### src/rtl/cfgwin_pkg.sv
package cfgwin_pkg;
  typedef enum logic [1:0] {SQ_IDLE, SQ_ONE, SQ_TWO, SQ_OPEN} seq_e;

  localparam int NSLOT   = 6;
  localparam int SL_RT_A = 0;
  localparam int SL_WT_A = 1;
  localparam int SL_RT_B = 2;
  localparam int SL_WT_B = 3;
  localparam int SL_CTRL = 4;
  localparam int SL_MISC = 5;
endpackage

### src/rtl/cfgwin_seq.sv
module cfgwin_seq
  import cfgwin_pkg::*;
#(
  parameter int          OFF_W      = 3,
  parameter int          DATA_W     = 8,
  parameter int          UNLOCK_OFF = 1,
  parameter int          KEY_OFF    = 2,
  parameter logic [7:0]  OPEN_KEY   = 8'h03,
  parameter logic [7:0]  CLOSE_KEY  = 8'h83
) (
  input  logic              clk_i,
  input  logic              rst_ni,
  input  logic              rd_i,
  input  logic              wr_i,
  input  logic              wide_i,
  input  logic [OFF_W-1:0]  off_i,
  input  logic [DATA_W-1:0] wdata_i,
  output logic              open_o,
  output logic              close_o
);
  seq_e state_q, state_d;
  logic acc, step_rd, step_key;

  assign acc      = rd_i | wr_i;
  assign step_rd  = rd_i & ~wr_i & wide_i & (off_i == OFF_W'(UNLOCK_OFF));
  assign step_key = wr_i & ~wide_i & (off_i == OFF_W'(KEY_OFF)) &
                    (wdata_i == DATA_W'(OPEN_KEY));
  assign open_o   = (state_q == SQ_OPEN);
  assign close_o  = open_o & wr_i & ~wide_i & (off_i == OFF_W'(KEY_OFF)) &
                    (wdata_i == DATA_W'(CLOSE_KEY));

  always_comb begin
    state_d = state_q;
    unique case (state_q)
      SQ_IDLE: if (acc) state_d = step_rd  ? SQ_ONE  : SQ_IDLE;
      SQ_ONE:  if (acc) state_d = step_rd  ? SQ_TWO  : SQ_IDLE;
      SQ_TWO:  if (acc) state_d = step_key ? SQ_OPEN : SQ_IDLE;
      SQ_OPEN: if (close_o) state_d = SQ_IDLE;
      default: state_d = SQ_IDLE;
    endcase
  end

  always_ff @(posedge clk_i or negedge rst_ni)
    if (!rst_ni) state_q <= SQ_IDLE;
    else         state_q <= state_d;

  p_key_opens_r2: assert property (@(posedge clk_i) disable iff (!rst_ni)
    (state_q == SQ_TWO && step_key) |=> open_o);
  p_deviate_r4: assert property (@(posedge clk_i) disable iff (!rst_ni)
    (state_q == SQ_ONE && acc && !step_rd) |=> state_q == SQ_IDLE);
  p_close_r7: assert property (@(posedge clk_i) disable iff (!rst_ni)
    close_o |=> !open_o);
  p_idle_hold_r11: assert property (@(posedge clk_i) disable iff (!rst_ni)
    (!rd_i && !wr_i) |=> $stable(state_q));
endmodule

### src/rtl/cfgwin_decode.sv
module cfgwin_decode
  import cfgwin_pkg::*;
#(
  parameter int         OFF_W     = 3,
  parameter int         DATA_W    = 8,
  parameter int         RT_OFF    = 0,
  parameter int         WT_OFF    = 1,
  parameter int         CTRL_OFF  = 3,
  parameter int         STRAP_OFF = 5,
  parameter int         MISC_OFF  = 6,
  parameter logic [7:0] BANK_KEY  = 8'hC0
) (
  input  logic              clk_i,
  input  logic              rst_ni,
  input  logic              open_i,
  input  logic              close_i,
  input  logic              bank_sel_i,
  input  logic              rd_i,
  input  logic              wr_i,
  input  logic              wide_i,
  input  logic [OFF_W-1:0]  off_i,
  input  logic [DATA_W-1:0] wdata_i,
  output logic              hit_rd_o,
  output logic              arm_o,
  output logic              pass_o,
  output logic [NSLOT-1:0]  we_o
);
  logic cfg_off, hit;

  assign cfg_off = (off_i == OFF_W'(RT_OFF))    | (off_i == OFF_W'(WT_OFF)) |
                   (off_i == OFF_W'(CTRL_OFF))  | (off_i == OFF_W'(STRAP_OFF)) |
                   (off_i == OFF_W'(MISC_OFF));
  assign hit      = open_i & ~wide_i & cfg_off & (rd_i | wr_i);
  assign hit_rd_o = hit & ~wr_i;
  assign pass_o   = (rd_i | wr_i) & ~hit & ~close_i;
  assign arm_o    = ~open_i & wr_i & ~wide_i & (off_i == OFF_W'(CTRL_OFF)) &
                    (wdata_i == DATA_W'(BANK_KEY));

  always_comb begin
    we_o = '0;
    if (hit && wr_i) begin
      if (off_i == OFF_W'(RT_OFF))   we_o[bank_sel_i ? SL_RT_B : SL_RT_A] = 1'b1;
      if (off_i == OFF_W'(WT_OFF))   we_o[bank_sel_i ? SL_WT_B : SL_WT_A] = 1'b1;
      if (off_i == OFF_W'(CTRL_OFF)) we_o[SL_CTRL] = 1'b1;
      if (off_i == OFF_W'(MISC_OFF)) we_o[SL_MISC] = 1'b1;
    end
  end

  p_close_no_pass_r7: assert property (@(posedge clk_i) disable iff (!rst_ni)
    close_i |-> !pass_o && we_o == '0);
  p_we_needs_open_r5: assert property (@(posedge clk_i) disable iff (!rst_ni)
    (we_o != '0) |-> open_i && !pass_o);
endmodule

### src/rtl/cfgwin_regs.sv
module cfgwin_regs
  import cfgwin_pkg::*;
#(
  parameter int         OFF_W     = 3,
  parameter int         DATA_W    = 8,
  parameter int         RT_OFF    = 0,
  parameter int         WT_OFF    = 1,
  parameter int         CTRL_OFF  = 3,
  parameter int         STRAP_OFF = 5,
  parameter int         MISC_OFF  = 6,
  parameter logic [7:0] STRAP_VER = 8'h00
) (
  input  logic              clk_i,
  input  logic              rst_ni,
  input  logic [NSLOT-1:0]  we_i,
  input  logic              arm_i,
  input  logic              hit_rd_i,
  input  logic [OFF_W-1:0]  off_i,
  input  logic [DATA_W-1:0] wdata_i,
  output logic              bank_sel_o,
  output logic [DATA_W-1:0] rdata_o
);
  logic [DATA_W-1:0] slot_q [NSLOT];
  logic              bank_en_q;

  for (genvar g = 0; g < NSLOT; g++) begin : g_slot
    always_ff @(posedge clk_i or negedge rst_ni)
      if (!rst_ni)    slot_q[g] <= '0;
      else if (we_i[g]) slot_q[g] <= wdata_i;
  end

  always_ff @(posedge clk_i or negedge rst_ni)
    if (!rst_ni)    bank_en_q <= 1'b0;
    else if (arm_i) bank_en_q <= 1'b1;

  assign bank_sel_o = bank_en_q & slot_q[SL_MISC][0];

  always_comb begin
    rdata_o = '0;
    if (hit_rd_i) begin
      if (off_i == OFF_W'(RT_OFF))    rdata_o = slot_q[bank_sel_o ? SL_RT_B : SL_RT_A];
      if (off_i == OFF_W'(WT_OFF))    rdata_o = slot_q[bank_sel_o ? SL_WT_B : SL_WT_A];
      if (off_i == OFF_W'(CTRL_OFF))  rdata_o = slot_q[SL_CTRL];
      if (off_i == OFF_W'(STRAP_OFF)) rdata_o = DATA_W'(STRAP_VER);
      if (off_i == OFF_W'(MISC_OFF))  rdata_o = slot_q[SL_MISC];
    end
  end

  p_bank_sticky_r9: assert property (@(posedge clk_i) disable iff (!rst_ni)
    bank_en_q |=> bank_en_q);
  p_strap_read_r8: assert property (@(posedge clk_i) disable iff (!rst_ni)
    (hit_rd_i && off_i == OFF_W'(STRAP_OFF)) |-> rdata_o == DATA_W'(STRAP_VER));
endmodule

### src/rtl/cfgwin_unlock.sv
module cfgwin_unlock
  import cfgwin_pkg::*;
#(
  parameter int         OFF_W      = 3,
  parameter int         DATA_W     = 8,
  parameter int         UNLOCK_OFF = 1,
  parameter int         KEY_OFF    = 2,
  parameter int         RT_OFF     = 0,
  parameter int         WT_OFF     = 1,
  parameter int         CTRL_OFF   = 3,
  parameter int         STRAP_OFF  = 5,
  parameter int         MISC_OFF   = 6,
  parameter logic [7:0] OPEN_KEY   = 8'h03,
  parameter logic [7:0] CLOSE_KEY  = 8'h83,
  parameter logic [7:0] BANK_KEY   = 8'hC0,
  parameter logic [7:0] STRAP_VER  = 8'h00
) (
  input  logic              clk_i,
  input  logic              rst_ni,
  input  logic              rd_i,
  input  logic              wr_i,
  input  logic              wide_i,
  input  logic [OFF_W-1:0]  off_i,
  input  logic [DATA_W-1:0] wdata_i,
  output logic [DATA_W-1:0] rdata_o,
  output logic [NSLOT-1:0]  cfg_we_o,
  output logic              pass_o
);
  logic open, close, bank_sel, hit_rd, arm;

  cfgwin_seq #(
    .OFF_W(OFF_W), .DATA_W(DATA_W), .UNLOCK_OFF(UNLOCK_OFF), .KEY_OFF(KEY_OFF),
    .OPEN_KEY(OPEN_KEY), .CLOSE_KEY(CLOSE_KEY)
  ) u_seq (
    .clk_i, .rst_ni, .rd_i, .wr_i, .wide_i, .off_i, .wdata_i,
    .open_o(open), .close_o(close)
  );

  cfgwin_decode #(
    .OFF_W(OFF_W), .DATA_W(DATA_W), .RT_OFF(RT_OFF), .WT_OFF(WT_OFF),
    .CTRL_OFF(CTRL_OFF), .STRAP_OFF(STRAP_OFF), .MISC_OFF(MISC_OFF),
    .BANK_KEY(BANK_KEY)
  ) u_dec (
    .clk_i, .rst_ni, .open_i(open), .close_i(close), .bank_sel_i(bank_sel),
    .rd_i, .wr_i, .wide_i, .off_i, .wdata_i,
    .hit_rd_o(hit_rd), .arm_o(arm), .pass_o, .we_o(cfg_we_o)
  );

  cfgwin_regs #(
    .OFF_W(OFF_W), .DATA_W(DATA_W), .RT_OFF(RT_OFF), .WT_OFF(WT_OFF),
    .CTRL_OFF(CTRL_OFF), .STRAP_OFF(STRAP_OFF), .MISC_OFF(MISC_OFF),
    .STRAP_VER(STRAP_VER)
  ) u_regs (
    .clk_i, .rst_ni, .we_i(cfg_we_o), .arm_i(arm), .hit_rd_i(hit_rd),
    .off_i, .wdata_i, .bank_sel_o(bank_sel), .rdata_o
  );

  p_we_onehot_r10: assert property (@(posedge clk_i) disable iff (!rst_ni)
    $onehot0(cfg_we_o));
  p_we_only_on_write_r10: assert property (@(posedge clk_i) disable iff (!rst_ni)
    (cfg_we_o != '0) |-> wr_i);
  p_idle_quiet_r11: assert property (@(posedge clk_i) disable iff (!rst_ni)
    (!rd_i && !wr_i) |-> !pass_o && cfg_we_o == '0 && rdata_o == '0);
endmodule

### config.mk
export PLATFORM = sky130hd
export DESIGN_NAME = cfgwin_unlock
export DESIGN_NICKNAME = d
export VERILOG_FILES = /design/src/rtl/cfgwin_pkg.sv /design/src/rtl/cfgwin_seq.sv /design/src/rtl/cfgwin_decode.sv /design/src/rtl/cfgwin_regs.sv /design/src/rtl/cfgwin_unlock.sv
export SDC_FILE = /design/constraint.sdc
export NUM_CORES = 1
export LEC_CHECK = 0
export CORE_UTILIZATION = 40
export DETAILED_ROUTE_END_ITERATION = 7
export SYNTH_ARGS = -nofsm -noshare
export SYNTH_HDL_FRONTEND = slang
export SYNTH_SLANG_ARGS = --single-unit
export TNS_END_PERCENT = 10
### constraint.sdc
create_clock -name clk_i -period 3.7 [get_ports clk_i]
set_clock_uncertainty 0.1 [all_clocks]
set_input_delay 0.925 -clock clk_i [delete_from_list [all_inputs] [get_ports clk_i]]
set_output_delay 0.925 -clock clk_i [all_outputs]
set_load 0.02 [all_outputs]
==> impl_metrics.toml <==
[status]
status = "complete, no violations"

[setup_path]
worst_path_max_delay_cell = "clkdlybuf4s50_1"
worst-path-max-fanout = 2
start_kind = "input pin"
slowest_delay_ns = 0.46
end_kind = "primary output"
worstSetupPathType = "input pin to primary output"
cp_data_arrival_time_ns = 2.66
cp.required_ns = 2.67
r2r_cells = 5
crit_chain = "clkdlybuf4s50_1, nor4_1, buf_4, nand4_1, nor3b_2, nor3_1, dlygate4sd2_1"

[synthesis]
syn_area_per_cell_um2 = 12.2
async_flop_share_pct = 100
synth_edf_count = 0
synth_warnings = 0
syn_inst = 218
post-synth-top-area-cell = "dfrtp_1"
synth_ff_type = "dfrtp_1"
synth_top_cell_area_share_pct = 48.0
synth.area.top_cells = "dfrtp_1 (48%), mux2_2 (26%), a21oi_1 (2.6%)"
ys_ff_latch = 51
netlist-cell-type-count = 38
seq_area_frac_synth_pct = 48.0
syn_nets = 234
synth_area_um2 = 2660

[global_routing]
grt_pass1_wl_um = 11000
met2_usage_pct = 32.8
grt_pass1_vias = 2104
antenna_found_initial = 0
grt_overflow = 0
grt_max_degree = 31
met1_usage_pct = 28.2
use_met3_pct = 4.25
grt_usage_pct = 20.4
busiest_layer = "met2"

[detailed_routing]
vias = 2040
viasPerCell = 5.60
first_pass_iters = 4
drc_errors = 0
wl_per_cell_um = 18.1
drt_wl_total_um = 6600
detail-route-antenna-nets = 0
first_iter_violations = 96

[clock_tree]
cts-root-buf = "clkbuf_8"
cts_tree = "done"
clk_pin_slew_worst_paths_ns = 0.09
numCtsBuffers = 5
clock_path_buffers = 2
cts.sinks = 51
h-tree-depth = 2
worstSkewPairLatency_ns = 0.31
cts_hold_buf = 0

[timing]
setup_violations = 0
finalCritPeriodShare_pct = 99.7
slew_viol_final = 0
fin_hold_ws_ns = 0.397
hold_violations = 0
period_needed_ns = 3.69
fmax_ghz = 0.271
tns_ns = 0
worst_pin_slew_ns = 0.704
maxSlewHeadroom_pct = 53.0
rsz0062_at_grt = "yes"
setup_ws_ns = 0.0115

[floorplanning]
die_area_um2 = 6970
placementRows = 29
start_util_pct = 41.6
core-area_um2 = 6390
fp.dieW_um = 83.5
dieHeight_um = 83.5
io_pins = 31

[layout]
final_cell_mix = "mux2_2 (62), dfrtp_1 (51), buf_4 (44), a21oi_1 (14), clkdlybuf4s50_1 (12)"
layout-drive-gt1-share_pct = 46.7
mostFrequentLayoutCell = "mux2_2"
nFillCells = 617
seq_area_um2 = 1280
layoutNonFillerInstCount = 364
multi_input_area_um2 = 1340
diodes = 0
nets = 302
syn2layout_area_growth_pct = 27.4

[worst_hold_path]
hp-class = "register to register"
holdPathStages = 1

[place]
portBuffers = 30
hpwl_um = 4910
dpl_worst_slack_ns = -0.371
place_congestion = 0.886
dpl.cell_count = 356

[pwr]
vdd_drop_max_uv = 200
power.density_nw_per_um2 = 289
p_leak_nw = 1.71

[flow_run]
maxCapViolations = 0
## power breakdown
group / switching [mW] / internal, mW / total, mW
logic: 0.0534 / 0.0437 / 0.0971
clock network: 0.190 / 0.133 / 0.322
registers: 0.000386 / 0.557 / 0.557
## path summary, 6_finish.rpt
path / start / end / slack (ns)
worst max-delay path: wdata_i[2] / pass_o / 0.01
worst min-delay path: u_regs.slot_q[47] / u_regs.slot_q[47] / 0.40
worst max register to register: u_regs.slot_q[0] / u_regs.slot_q[37] / 1.65
worst min register to register: u_regs.slot_q[47] / u_regs.slot_q[47] / 0.40
max in group asynchronous: rst_ni / u_regs.slot_q[33] / 2.18
min in group asynchronous: rst_ni / u_seq.state_q[1] / 0.55
## critical path: cells and delay by family
kind | cells | cell delay, ns
buf+inv | 3 | 0.96
simple gates | 4 | 0.76
## cell usage after synthesis, types with 4 or more instances
cell type	instances
a21oi_1	14
nor3b_1	4
buf_2	7
nor3_1	8
a21o_1	8
mux2_2	62
nand2_1	10
nand4_1	4
o21ai_0	4
clkbuf_1	4
dfrtp_1	51
a222oi_1	7
## layer usage
metal / share of wire, % / up-vias
li1: - / 959
met2: 47 / 53
met4: 1.6 / 0
met5: 0 / -
met1: 48 / 1020
met3: 3.6 / 8
## area by class of cell
class,instances,area share (%)
timing repair buffer,74,17.4
inverter,1,0.111
tap,77,2.85
multi-input combinational,153,39.4
sequential,51,37.7
clock buffer,6,2.14
clock inverter,2,0.370
## sequential cells by signal, indices dropped and copies added (netlist names)
register / cells
u_regs.slot_q: 48
u_regs.bank_en_q: 1
u_seq.state_q: 2
## metrics by stage
step	instance area, µm²	power, mW	utilization, %
after CTS	3410	0.987	53.4
final	3380	0.977	53.0
after global placement	3310	0.665	51.9
after floorplan	2660	0.598	-
after global routing	3380	1.02	53.0
after detailed placement	3310	0.666	51.9
## cell families after synthesis
| group | synth area share [%] |
|---|---|
| AOI/OAI and AO/OA | 10.9 |
| buffers and inverters | 2.59 |
| DFF | 48.0 |
| muxes | 27.1 |
| and+or+nand+nor | 11.4 |
## timing repair
| item | in CTS | in global routing |
|---|---|---|
| endpoints found under the setup margin | 15 | 10 |
| setup buffers | 0 | 0 |
| gates resized for setup | 31 | 16 |
Note: power is estimated with default switching activity, not from simulation.
